==> src/rtl/wsc_pkg.sv <==
package wsc_pkg;

   localparam int unsigned CFG_W = 4;

   // Field order defines the bit positions seen by software (bit 3 down to bit 0).
   typedef struct packed {
      logic wd_off;     // bit 3: watchdog disabled
      logic stop_en;    // bit 2: stop request permitted
      logic wd_short;   // bit 1: short watchdog limit
      logic rec_short;  // bit 0: short stop-recovery delay
   } wsc_cfg_t;

   typedef enum logic [1:0] {
      ST_RUN     = 2'd0,
      ST_STOP    = 2'd1,
      ST_RECOVER = 2'd2
   } wsc_state_t;

endpackage

==> src/rtl/wsc_cfg_latch.sv <==
module wsc_cfg_latch #(
   parameter int unsigned W = 4
) (
   input  logic         clk,
   input  logic         rst_n,
   input  logic         we,
   input  logic [W-1:0] wdata,
   output logic [W-1:0] bits
);

   if (W < 1) begin : g_bad_w
      $error("wsc_cfg_latch: W must be at least 1");
   end

   logic locked;

   always_ff @(posedge clk) begin
      if (!rst_n)
         locked <= 1'b0;
      else if (we)
         locked <= 1'b1;
   end

   for (genvar i = 0; i < W; i++) begin : g_bit
      logic q;
      always_ff @(posedge clk) begin
         if (!rst_n)
            q <= 1'b0;
         else if (we && !locked)
            q <= wdata[i];
      end
      assign bits[i] = q;
   end

endmodule

==> src/rtl/wsc_watchdog.sv <==
module wsc_watchdog #(
   parameter int unsigned SHORT_CYC = 8176,
   parameter int unsigned LONG_CYC  = 262128
) (
   input  logic clk,
   input  logic rst_n,
   input  logic use_short,
   input  logic disable_i,
   input  logic hold,
   input  logic kick,
   output logic bark
);

   localparam int unsigned MAX_CYC = (SHORT_CYC > LONG_CYC) ? SHORT_CYC : LONG_CYC;
   localparam int unsigned CW      = (MAX_CYC > 2) ? $clog2(MAX_CYC) : 1;

   if (SHORT_CYC < 2 || LONG_CYC < 2) begin : g_bad_lim
      $error("wsc_watchdog: both limits must be at least 2 cycles");
   end

   logic [CW-1:0] cnt;
   logic [CW-1:0] last;

   if (SHORT_CYC == LONG_CYC) begin : g_one_limit
      logic unused_sel;
      assign unused_sel = use_short;
      assign last = CW'(LONG_CYC - 1);
   end else begin : g_two_limits
      assign last = use_short ? CW'(SHORT_CYC - 1) : CW'(LONG_CYC - 1);
   end

   always_ff @(posedge clk) begin
      if (!rst_n) begin
         cnt  <= '0;
         bark <= 1'b0;
      end else begin
         bark <= 1'b0;
         if (disable_i || kick) begin
            cnt <= '0;
         end else if (!hold) begin
            // ">=" keeps a count left above a freshly shortened limit from wrapping.
            if (cnt >= last) begin
               cnt  <= '0;
               bark <= 1'b1;
            end else begin
               cnt <= cnt + 1'b1;
            end
         end
      end
   end

endmodule

==> src/rtl/wsc_stop_seq.sv <==
module wsc_stop_seq
   import wsc_pkg::*;
#(
   parameter int unsigned SHORT_CYC = 32,
   parameter int unsigned LONG_CYC  = 4096
) (
   input  logic clk,
   input  logic rst_n,
   input  logic stop_en,
   input  logic rec_short,
   input  logic stop_req,
   input  logic wake,
   output logic illop_pulse,
   output logic in_stop,
   output logic ready
);

   localparam int unsigned MAX_CYC = (SHORT_CYC > LONG_CYC) ? SHORT_CYC : LONG_CYC;
   localparam int unsigned CW      = (MAX_CYC > 2) ? $clog2(MAX_CYC) : 1;

   if (SHORT_CYC < 1 || LONG_CYC < 1) begin : g_bad_rec
      $error("wsc_stop_seq: recovery delays must be at least 1 cycle");
   end

   wsc_state_t    st;
   logic [CW-1:0] rcnt;
   logic [CW-1:0] last;

   if (SHORT_CYC == LONG_CYC) begin : g_one_delay
      logic unused_sel;
      assign unused_sel = rec_short;
      assign last = CW'(LONG_CYC - 1);
   end else begin : g_two_delays
      assign last = rec_short ? CW'(SHORT_CYC - 1) : CW'(LONG_CYC - 1);
   end

   always_ff @(posedge clk) begin
      if (!rst_n) begin
         st          <= ST_RUN;
         rcnt        <= '0;
         illop_pulse <= 1'b0;
      end else begin
         illop_pulse <= 1'b0;
         case (st)
            ST_RUN: begin
               if (stop_req) begin
                  if (stop_en)
                     st <= ST_STOP;
                  else
                     illop_pulse <= 1'b1;
               end
            end
            ST_STOP: begin
               if (wake) begin
                  st   <= ST_RECOVER;
                  rcnt <= '0;
               end
            end
            ST_RECOVER: begin
               if (rcnt == last)
                  st <= ST_RUN;
               else
                  rcnt <= rcnt + 1'b1;
            end
            default: st <= ST_RUN;
         endcase
      end
   end

   assign in_stop = (st != ST_RUN);
   assign ready   = (st == ST_RUN);

endmodule

==> src/rtl/wdt_stop_ctrl.sv <==
module wdt_stop_ctrl
   import wsc_pkg::*;
#(
   parameter int unsigned WD_SHORT_CYC  = 8176,
   parameter int unsigned WD_LONG_CYC   = 262128,
   parameter int unsigned REC_SHORT_CYC = 32,
   parameter int unsigned REC_LONG_CYC  = 4096
) (
   input  logic             clk,
   input  logic             rst_n,
   input  logic             cfg_we,
   input  logic [CFG_W-1:0] cfg_wdata,
   input  logic             ext_xtal,
   input  logic             wd_kick,
   input  logic             stop_req,
   input  logic             wake,
   output logic             wd_rst,
   output logic             illop_rst,
   output logic             stop_active,
   output logic             clk_ready,
   output logic             cfg_warn
);

   if ($bits(wsc_cfg_t) != CFG_W) begin : g_bad_cfg
      $error("wdt_stop_ctrl: configuration struct width mismatch");
   end

   logic [CFG_W-1:0] cfg_bits;
   wsc_cfg_t         cfg;

   assign cfg = wsc_cfg_t'(cfg_bits);

   wsc_cfg_latch #(
      .W (CFG_W)
   ) u_cfg (
      .clk   (clk),
      .rst_n (rst_n),
      .we    (cfg_we),
      .wdata (cfg_wdata),
      .bits  (cfg_bits)
   );

   wsc_watchdog #(
      .SHORT_CYC (WD_SHORT_CYC),
      .LONG_CYC  (WD_LONG_CYC)
   ) u_wd (
      .clk       (clk),
      .rst_n     (rst_n),
      .use_short (cfg.wd_short),
      .disable_i (cfg.wd_off),
      .hold      (stop_active),
      .kick      (wd_kick),
      .bark      (wd_rst)
   );

   wsc_stop_seq #(
      .SHORT_CYC (REC_SHORT_CYC),
      .LONG_CYC  (REC_LONG_CYC)
   ) u_stop (
      .clk         (clk),
      .rst_n       (rst_n),
      .stop_en     (cfg.stop_en),
      .rec_short   (cfg.rec_short),
      .stop_req    (stop_req),
      .wake        (wake),
      .illop_pulse (illop_rst),
      .in_stop     (stop_active),
      .ready       (clk_ready)
   );

   assign cfg_warn = cfg.rec_short & ext_xtal;

endmodule

==> config.mk <==
export PLATFORM = sky130hd
export DESIGN_NAME = wdt_stop_ctrl
export DESIGN_NICKNAME = d
export VERILOG_FILES = /design/src/rtl/wsc_pkg.sv /design/src/rtl/wsc_cfg_latch.sv /design/src/rtl/wsc_watchdog.sv /design/src/rtl/wsc_stop_seq.sv /design/src/rtl/wdt_stop_ctrl.sv
export SDC_FILE = /design/constraint.sdc
export NUM_CORES = 1
export LEC_CHECK = 0
export BUFFER_PORTS_ARGS = -buffer_cell sky130_fd_sc_hd__buf_4
export CORE_ASPECT_RATIO = 1.2
export CORE_MARGIN = 2
export CORE_UTILIZATION = 30
export CTS_CLUSTER_SIZE = 30
export DETAILED_ROUTE_END_ITERATION = 8
export SYNTH_ARGS = -nofsm -noshare
export SYNTH_HDL_FRONTEND = slang
export SYNTH_SLANG_ARGS = --single-unit
==> constraint.sdc <==
create_clock -name clk -period 2.56 [get_ports clk]
set_input_delay 0.128 -clock clk [delete_from_list [all_inputs] [get_ports clk]]
set_output_delay 0.128 -clock clk [all_outputs]
set_load 0.01 [all_outputs]
# --- Word level (Yosys, flattened, before mapping) ---
# Cells that the tools add are included.
word_totals:
  regBits: 39
  inputBits: 11
  out_inout_bits: 5
  elab_cells: 47
op_classes:
  n_addsub: 2
  n_lt_le_gt_ge: 1
  eq_ne: 8
  n_mux: 13
  n_bitwise: 2
  n_reduce_logical: 11
op_table:
  columns: ["operator", "n"]
  rows:
  - ["$mux W12", 3]
  - ["$mux W18", 2]
  - ["$pmux W12 S2", 1]
  - ["$add A18 B1 Y18 const B", 1]
  - ["$ge A18 B18 Y1", 1]
  - ["$add A12 B1 Y12 const B", 1]
  - ["$eq A12 B12 Y1", 1]
  - ["$mux W2", 4]
  - ["$ne A2 B2 Y1 const B", 3]
  - ["$pmux W2 S3", 1]
  - ["$reduce_and A3 Y1", 2]
  - ["$ne A2 B1 Y1 const B", 2]
  - ["$reduce_and A4 Y1", 1]
  - ["$reduce_bool A2 Y1", 2]
  - ["$reduce_or A3 Y1", 1]
  - ["$eq A2 B1 Y1 const B", 1]
  - ["$eq A2 B2 Y1 const B", 1]
  - ["$logic_not A2 Y1", 1]
  - ["$mux W1", 2]
  - ["$reduce_or A2 Y1", 1]
  - ["$and A1 B1 Y1", 1]
  - ["$logic_and A1 B1 Y1", 1]
  - ["$logic_not A1 Y1", 1]
  - ["$logic_or A1 B1 Y1", 1]
  - ["$not A1 Y1", 1]

# --- Logic depth before layout (Yosys ltp) ---
depth:
  word_depth: 4
  depth_mapped: 8
  depth_no_buf: 6

# --- By module ---
# Synthesis repeated with hierarchy kept, for this count alone.
unflattened:
  hier_cells: 243
  hier_area_um2: 2074.5
by_module_without_submodules:
  columns: ["mod", "n_inst", "cells_per_inst", "area_per_inst_um2", "seq_area_each_um2"]
  rows:
  - ["wsc_watchdog", 1, 114, 1003.5, 380.4]
  - ["wsc_stop_seq", 1, 103, 840.8, 300.3]
  - ["wsc_cfg_latch", 1, 25, 224.0, 100.1]
  - ["wdt_stop_ctrl", 1, 1, 6.3, 0.0]

# --- Worst setup path before layout ---
# No wires, ideal clock.
synth_path:
  kind: "flip-flop to flip-flop"
  from: "register u_cfg.g_bit[1].q"
  to: "register u_wd.cnt[10]"
  setup_time_ps: 117
  t_arrival_ps: 1534
  required_ps: 2443
  slack_ps: 909
  path_stages_with_launch: 8
  n_path_buf: 1
  synth_period_minus_slack_ps: 1651
  cell_sequence: "dfxtp_1 > ha_1 > nand3_1 > o211ai_1 > a22oi_1 > nand3_1 > buf_2 > nor2_1"
synth_via:
  elab_chain_cells: 3
synth_lines:
  columns: ["element", "line", "rtl"]
  rows:
  - ["start: declaration", "wsc_cfg_latch.sv:25", "logic q;"]
  - ["start signal: assignment", "wsc_cfg_latch.sv:30", "q <= wdata[i];"]
  - ["$mux W18", "wsc_watchdog.sv:29", "assign last = use_short ? CW'(SHORT_CYC - 1) : CW'(LONG_CYC - 1);"]
  - ["$ge A18 B18 Y1", "wsc_watchdog.sv:42", "if (cnt >= last) begin"]
  - ["$mux W18", "wsc_watchdog.sv:42", null]
  - ["end signal: assignment", "wsc_watchdog.sv:46", "cnt <= cnt + 1'b1;"]
  - ["end: declaration", "wsc_watchdog.sv:21", "logic [CW-1:0] cnt;"]
# No other way between the ends.
# A chain may end at the register's enable or synchronous reset.

# --- Worst setup path after layout ---
layout_path:
  from: "register u_cfg.g_bit[1].q"
  to: "register u_wd.cnt[11]"
# Same word-level chain as after synthesis.

==> results.md <==
* Run status: finished, final reports clean
* Buffers and inverters on the worst path at 0
* Required time of the worst setup path at 2.78 ns
* Switching share of power at 21.88%
* Fraction of synthesis flops using an asynchronous set or reset pin at 0%
* Proportion of power drawn by the clock network at 43.8%
* Synthesized area at 2033 um2
* Proportion of power drawn by flip-flops and latches at 50.6%
* Synthesized netlist cell count at 245
* Leakage dissipation at 0.8074 nW
* Core outline area at 6486 um2
* Effective utilization at floorplan at 31.35%
* GRT Residual Overflow at 0
* Number of endpoints failing setup at the final stage at 0
* Met2 Routed Length at 1947 um
* Largest delay share family, worst path: simple AND/OR/NAND/NOR gates
* NumNets Final at 277
* Multi-input logic area at 1190 um2
* Clock tree from TritonCTS: yes
* VDD IR-drop max at 0.1932 mV
* Slowest CP cell: sky130_fd_sc_hd__dfxtp_1
* Placed wire-length estimate after detailed placement at 3032 um
* Drt drc at 0
* Net Switching at 0.0002696 W
* Headroom to the max-slew limit at 64.32%
* Clock Path Buffers at 2
* H-tree lvl count at 2
* Final-layout setup total negative slack at 0 ns
* Drt via density at 5.064
* Router iterations before antenna repair at 4
* Die outline width at 79.15 um
* Number of cells in the finished layout apart from fillers at 345
* Power density over cell area at 527.9 nW/um2
* Most frequent standard cell in the layout excluding fill and tap cells: sky130_fd_sc_hd__dfxtp_1
* Die height at 94.18 um
* Largest net degree at the start of global routing at 31
* Mean instance size in the synthesized netlist at 8.299 um2
* Dominant register cell in the synthesized netlist: sky130_fd_sc_hd__dfxtp_1
* Input/output buffers at 15
* Syn. warnings at 0
* Total die area at 7454 um2
* Max-cap viol count at 0
* Top routing layer in use: met4
* Area growth from synthesis to layout at 14.77%
* Min Clock Period, post-route at 2.011 ns
* Placer's final routability congestion estimate at 0.8231
* Share of the clock period used by the worst path at 78.56%
* Final Hold Vio Count at 0
* Met3 WL post-DR at 156 um
* Worst-margin pin slew at 0.5338 ns
* Critical path endpoint category: flop
* Final wirelength at 4167 um
* Remaining antenna violation count after routing at 0
* Total routing resource utilization after global routing at 12.67%
* Post-CTS clock slew at the launch and capture registers of the worst setup and hold paths at 0.07 ns
* Max Fclk at 0.4973 GHz
* Setup repair after global routing missed its margin: false
* Logic pwr share at 5.6%
* Overall power consumption at 0.001232 W
* Critical path type: reg2reg
* Clock sink count at 39
* Number of standard-cell rows in the floorplan at 32
* Number of pins with negative max-slew slack in the final report at 0
* Number of setup buffers added after CTS at 0
* Post-synthesis sequential element count at 39
* Combined flip-flop and latch cell area at 780.7 um2
* Sequential cell area fraction in the yosys report at 38.40%
* Vias after detailed routing at 1747
* Antenna Diode Count at 0
* Biggest cell delay along the critical path at 0.44 ns
* HP Class: in2reg
* Post-CTS resize count at 0
* Post-Place Cells at 337
* Hold buffers post-CTS at 0
* Library cells used by synthesis at 46
* Sum of routed wire segments on met1 at 1990 um
* Post-synth EDFFs at 0
* Inserted Clock Buffers at 5
* Data arrival time of the worst path at 2.23 ns
* Worst Clk Skew at 0.005129 ns
* Cell breakdown of the critical path: ha_1 > a21oi_1 > o211ai_1 > a22oi_1 > nand3_1 > nor2_1
* Critical Path Start Type: flop
* Routed length per placed instance at 12.08 um
* Total nets after synthesis at 263
* Number of design-rule violations left by the first detailed-router iteration at 56
* Global-route wire length before repair at 7396 um
* Clk root buf: sky130_fd_sc_hd__clkbuf_8
* Vias in the first global route at 1656
* Leading cell types in the layout, fill and taps excluded: sky130_fd_sc_hd__dfxtp_1 (39), sky130_fd_sc_hd__nor2_1 (31), sky130_fd_sc_hd__nand2_1 (28)
* Antenna violations before repair at 0
* Fill count at 673
* Cell-internal power at 0.0009624 W
* Clock Latency Late Sink at 0.30 ns
* End-of-flow core utilization at 35.98%
* Crit-path max FO at 14
* Share of layout cells above drive strength 1 at 12.69%
* Top-level port count at 16
-- path summary, 6_finish.rpt --
| kind | startpoint | to | slack, ns | depth (start not counted) |
|---|---|---|---|---|
| setup / recovery | u_cfg.g_bit[1].q$_SDFFE_PN0P_ | u_wd.cnt[11]$_SDFFE_PP0P_ | 0.55 | 6 |
| hold / removal | cfg_we | u_cfg.locked$_SDFFE_PN0P_ | 0.03 | 2 |
| setup reg to reg | u_cfg.g_bit[1].q$_SDFFE_PN0P_ | u_wd.cnt[11]$_SDFFE_PP0P_ | 0.55 | 6 |
| hold reg to reg | u_cfg.locked$_SDFFE_PN0P_ | u_cfg.locked$_SDFFE_PN0P_ | 0.47 | 1 |
-- power by group through the flow --
| stage | clock network, W | logic [W] | registers (W) |
|---|---|---|---|
| global route | 0.000584 | 0.0000789 | 0.000625 |
| floorplan | 0 | 0.0000463 | 0.000635 |
| global placement | 0 | 0.0000695 | 0.000638 |
| detailed placement | 0 | 0.0000700 | 0.000638 |
| CTS | 0.000560 | 0.0000703 | 0.000623 |
| finish | 0.000540 | 0.0000689 | 0.000623 |
-- cell families (layout without fill, tap and decap cells) --
family	count (synthesis)	after routing	synth area share, %
buf+inv	14	29	3.077
flops	39	39	38.40
simple gates	126	126	31.88
xor+xnor	14	14	6.031
compound gates	39	39	13.29
mux	6	6	3.015
fa+ha+maj	7	7	4.307
-- area by class of cell --
cell class | count | area share, %
inverter | 5 | 0.8043
multi-input combinational | 192 | 50.99
clock inverter | 2 | 1.501
timing repair buffer | 16 | 5.147
tap | 85 | 4.558
sequential | 39 | 33.46
clock buffer | 6 | 3.539
-- sequential cells by signal (all words and copies together), names as in the netlist --
name                count
u_stop.illop_pulse      1
u_wd.cnt               18
u_cfg.locked            1
u_wd.bark               1
u_stop.st               2
u_cfg.g_bit.q           4
u_stop.rcnt            12
-- stage by stage --
step / setup slack (ns) / area, um2 / hold slack, ns
3_3_place_gp: 0.6108 / 2216 / 0.3340
4_1_cts: 0.5252 / 2333 / 0.01514
6_report: 0.5490 / 2333 / 0.03241
3_5_place_dp: 0.5449 / 2216 / 0.3372
2_1_floorplan: 0.9086 / 2033 / 0.2382
5_1_grt: 0.3220 / 2333 / 0.02426
-- worst reg2reg max path, cell delays in order (launching register included) --
cell                       delay [ns]
sky130_fd_sc_hd__dfxtp_1         0.44
sky130_fd_sc_hd__ha_1            0.29
sky130_fd_sc_hd__a21oi_1         0.14
sky130_fd_sc_hd__o211ai_1        0.15
sky130_fd_sc_hd__a22oi_1         0.26
sky130_fd_sc_hd__nand3_1         0.43
sky130_fd_sc_hd__nor2_1          0.22
-- Yosys cell counts (3+ instances only) --
library cell	n	area (um2)
sky130_fd_sc_hd__mux2i_1	5	50.05
sky130_fd_sc_hd__nor4_1	3	18.77
sky130_fd_sc_hd__nor3b_1	3	22.52
sky130_fd_sc_hd__nand2_1	28	105.1
sky130_fd_sc_hd__a31oi_1	3	18.77
sky130_fd_sc_hd__nand2b_1	3	18.77
sky130_fd_sc_hd__xor2_1	5	43.79
sky130_fd_sc_hd__dfxtp_1	39	780.8
sky130_fd_sc_hd__nor2_1	31	116.4
sky130_fd_sc_hd__inv_1	5	18.77
sky130_fd_sc_hd__o21ai_0	8	40.04
sky130_fd_sc_hd__nand4_1	7	43.79
sky130_fd_sc_hd__xnor2_1	9	78.83
sky130_fd_sc_hd__nand3b_1	3	22.52
sky130_fd_sc_hd__clkbuf_1	5	18.77
sky130_fd_sc_hd__nor3_1	8	40.04
sky130_fd_sc_hd__a21oi_1	9	45.04
sky130_fd_sc_hd__ha_1	7	87.58
sky130_fd_sc_hd__and3_1	4	25.02
sky130_fd_sc_hd__and2_1	3	18.77
sky130_fd_sc_hd__nor2b_1	7	43.79
sky130_fd_sc_hd__nand3_1	16	80.08
sky130_fd_sc_hd__and4_1	3	26.28
-- layer usage --
layer	GRT usage, %	vias up
li1	-	901
met1	15.96	807
met2	19.35	31
met3	4.231	8
met4	6.034	0
met5	0	-
(Power assumes the default switching activity.)
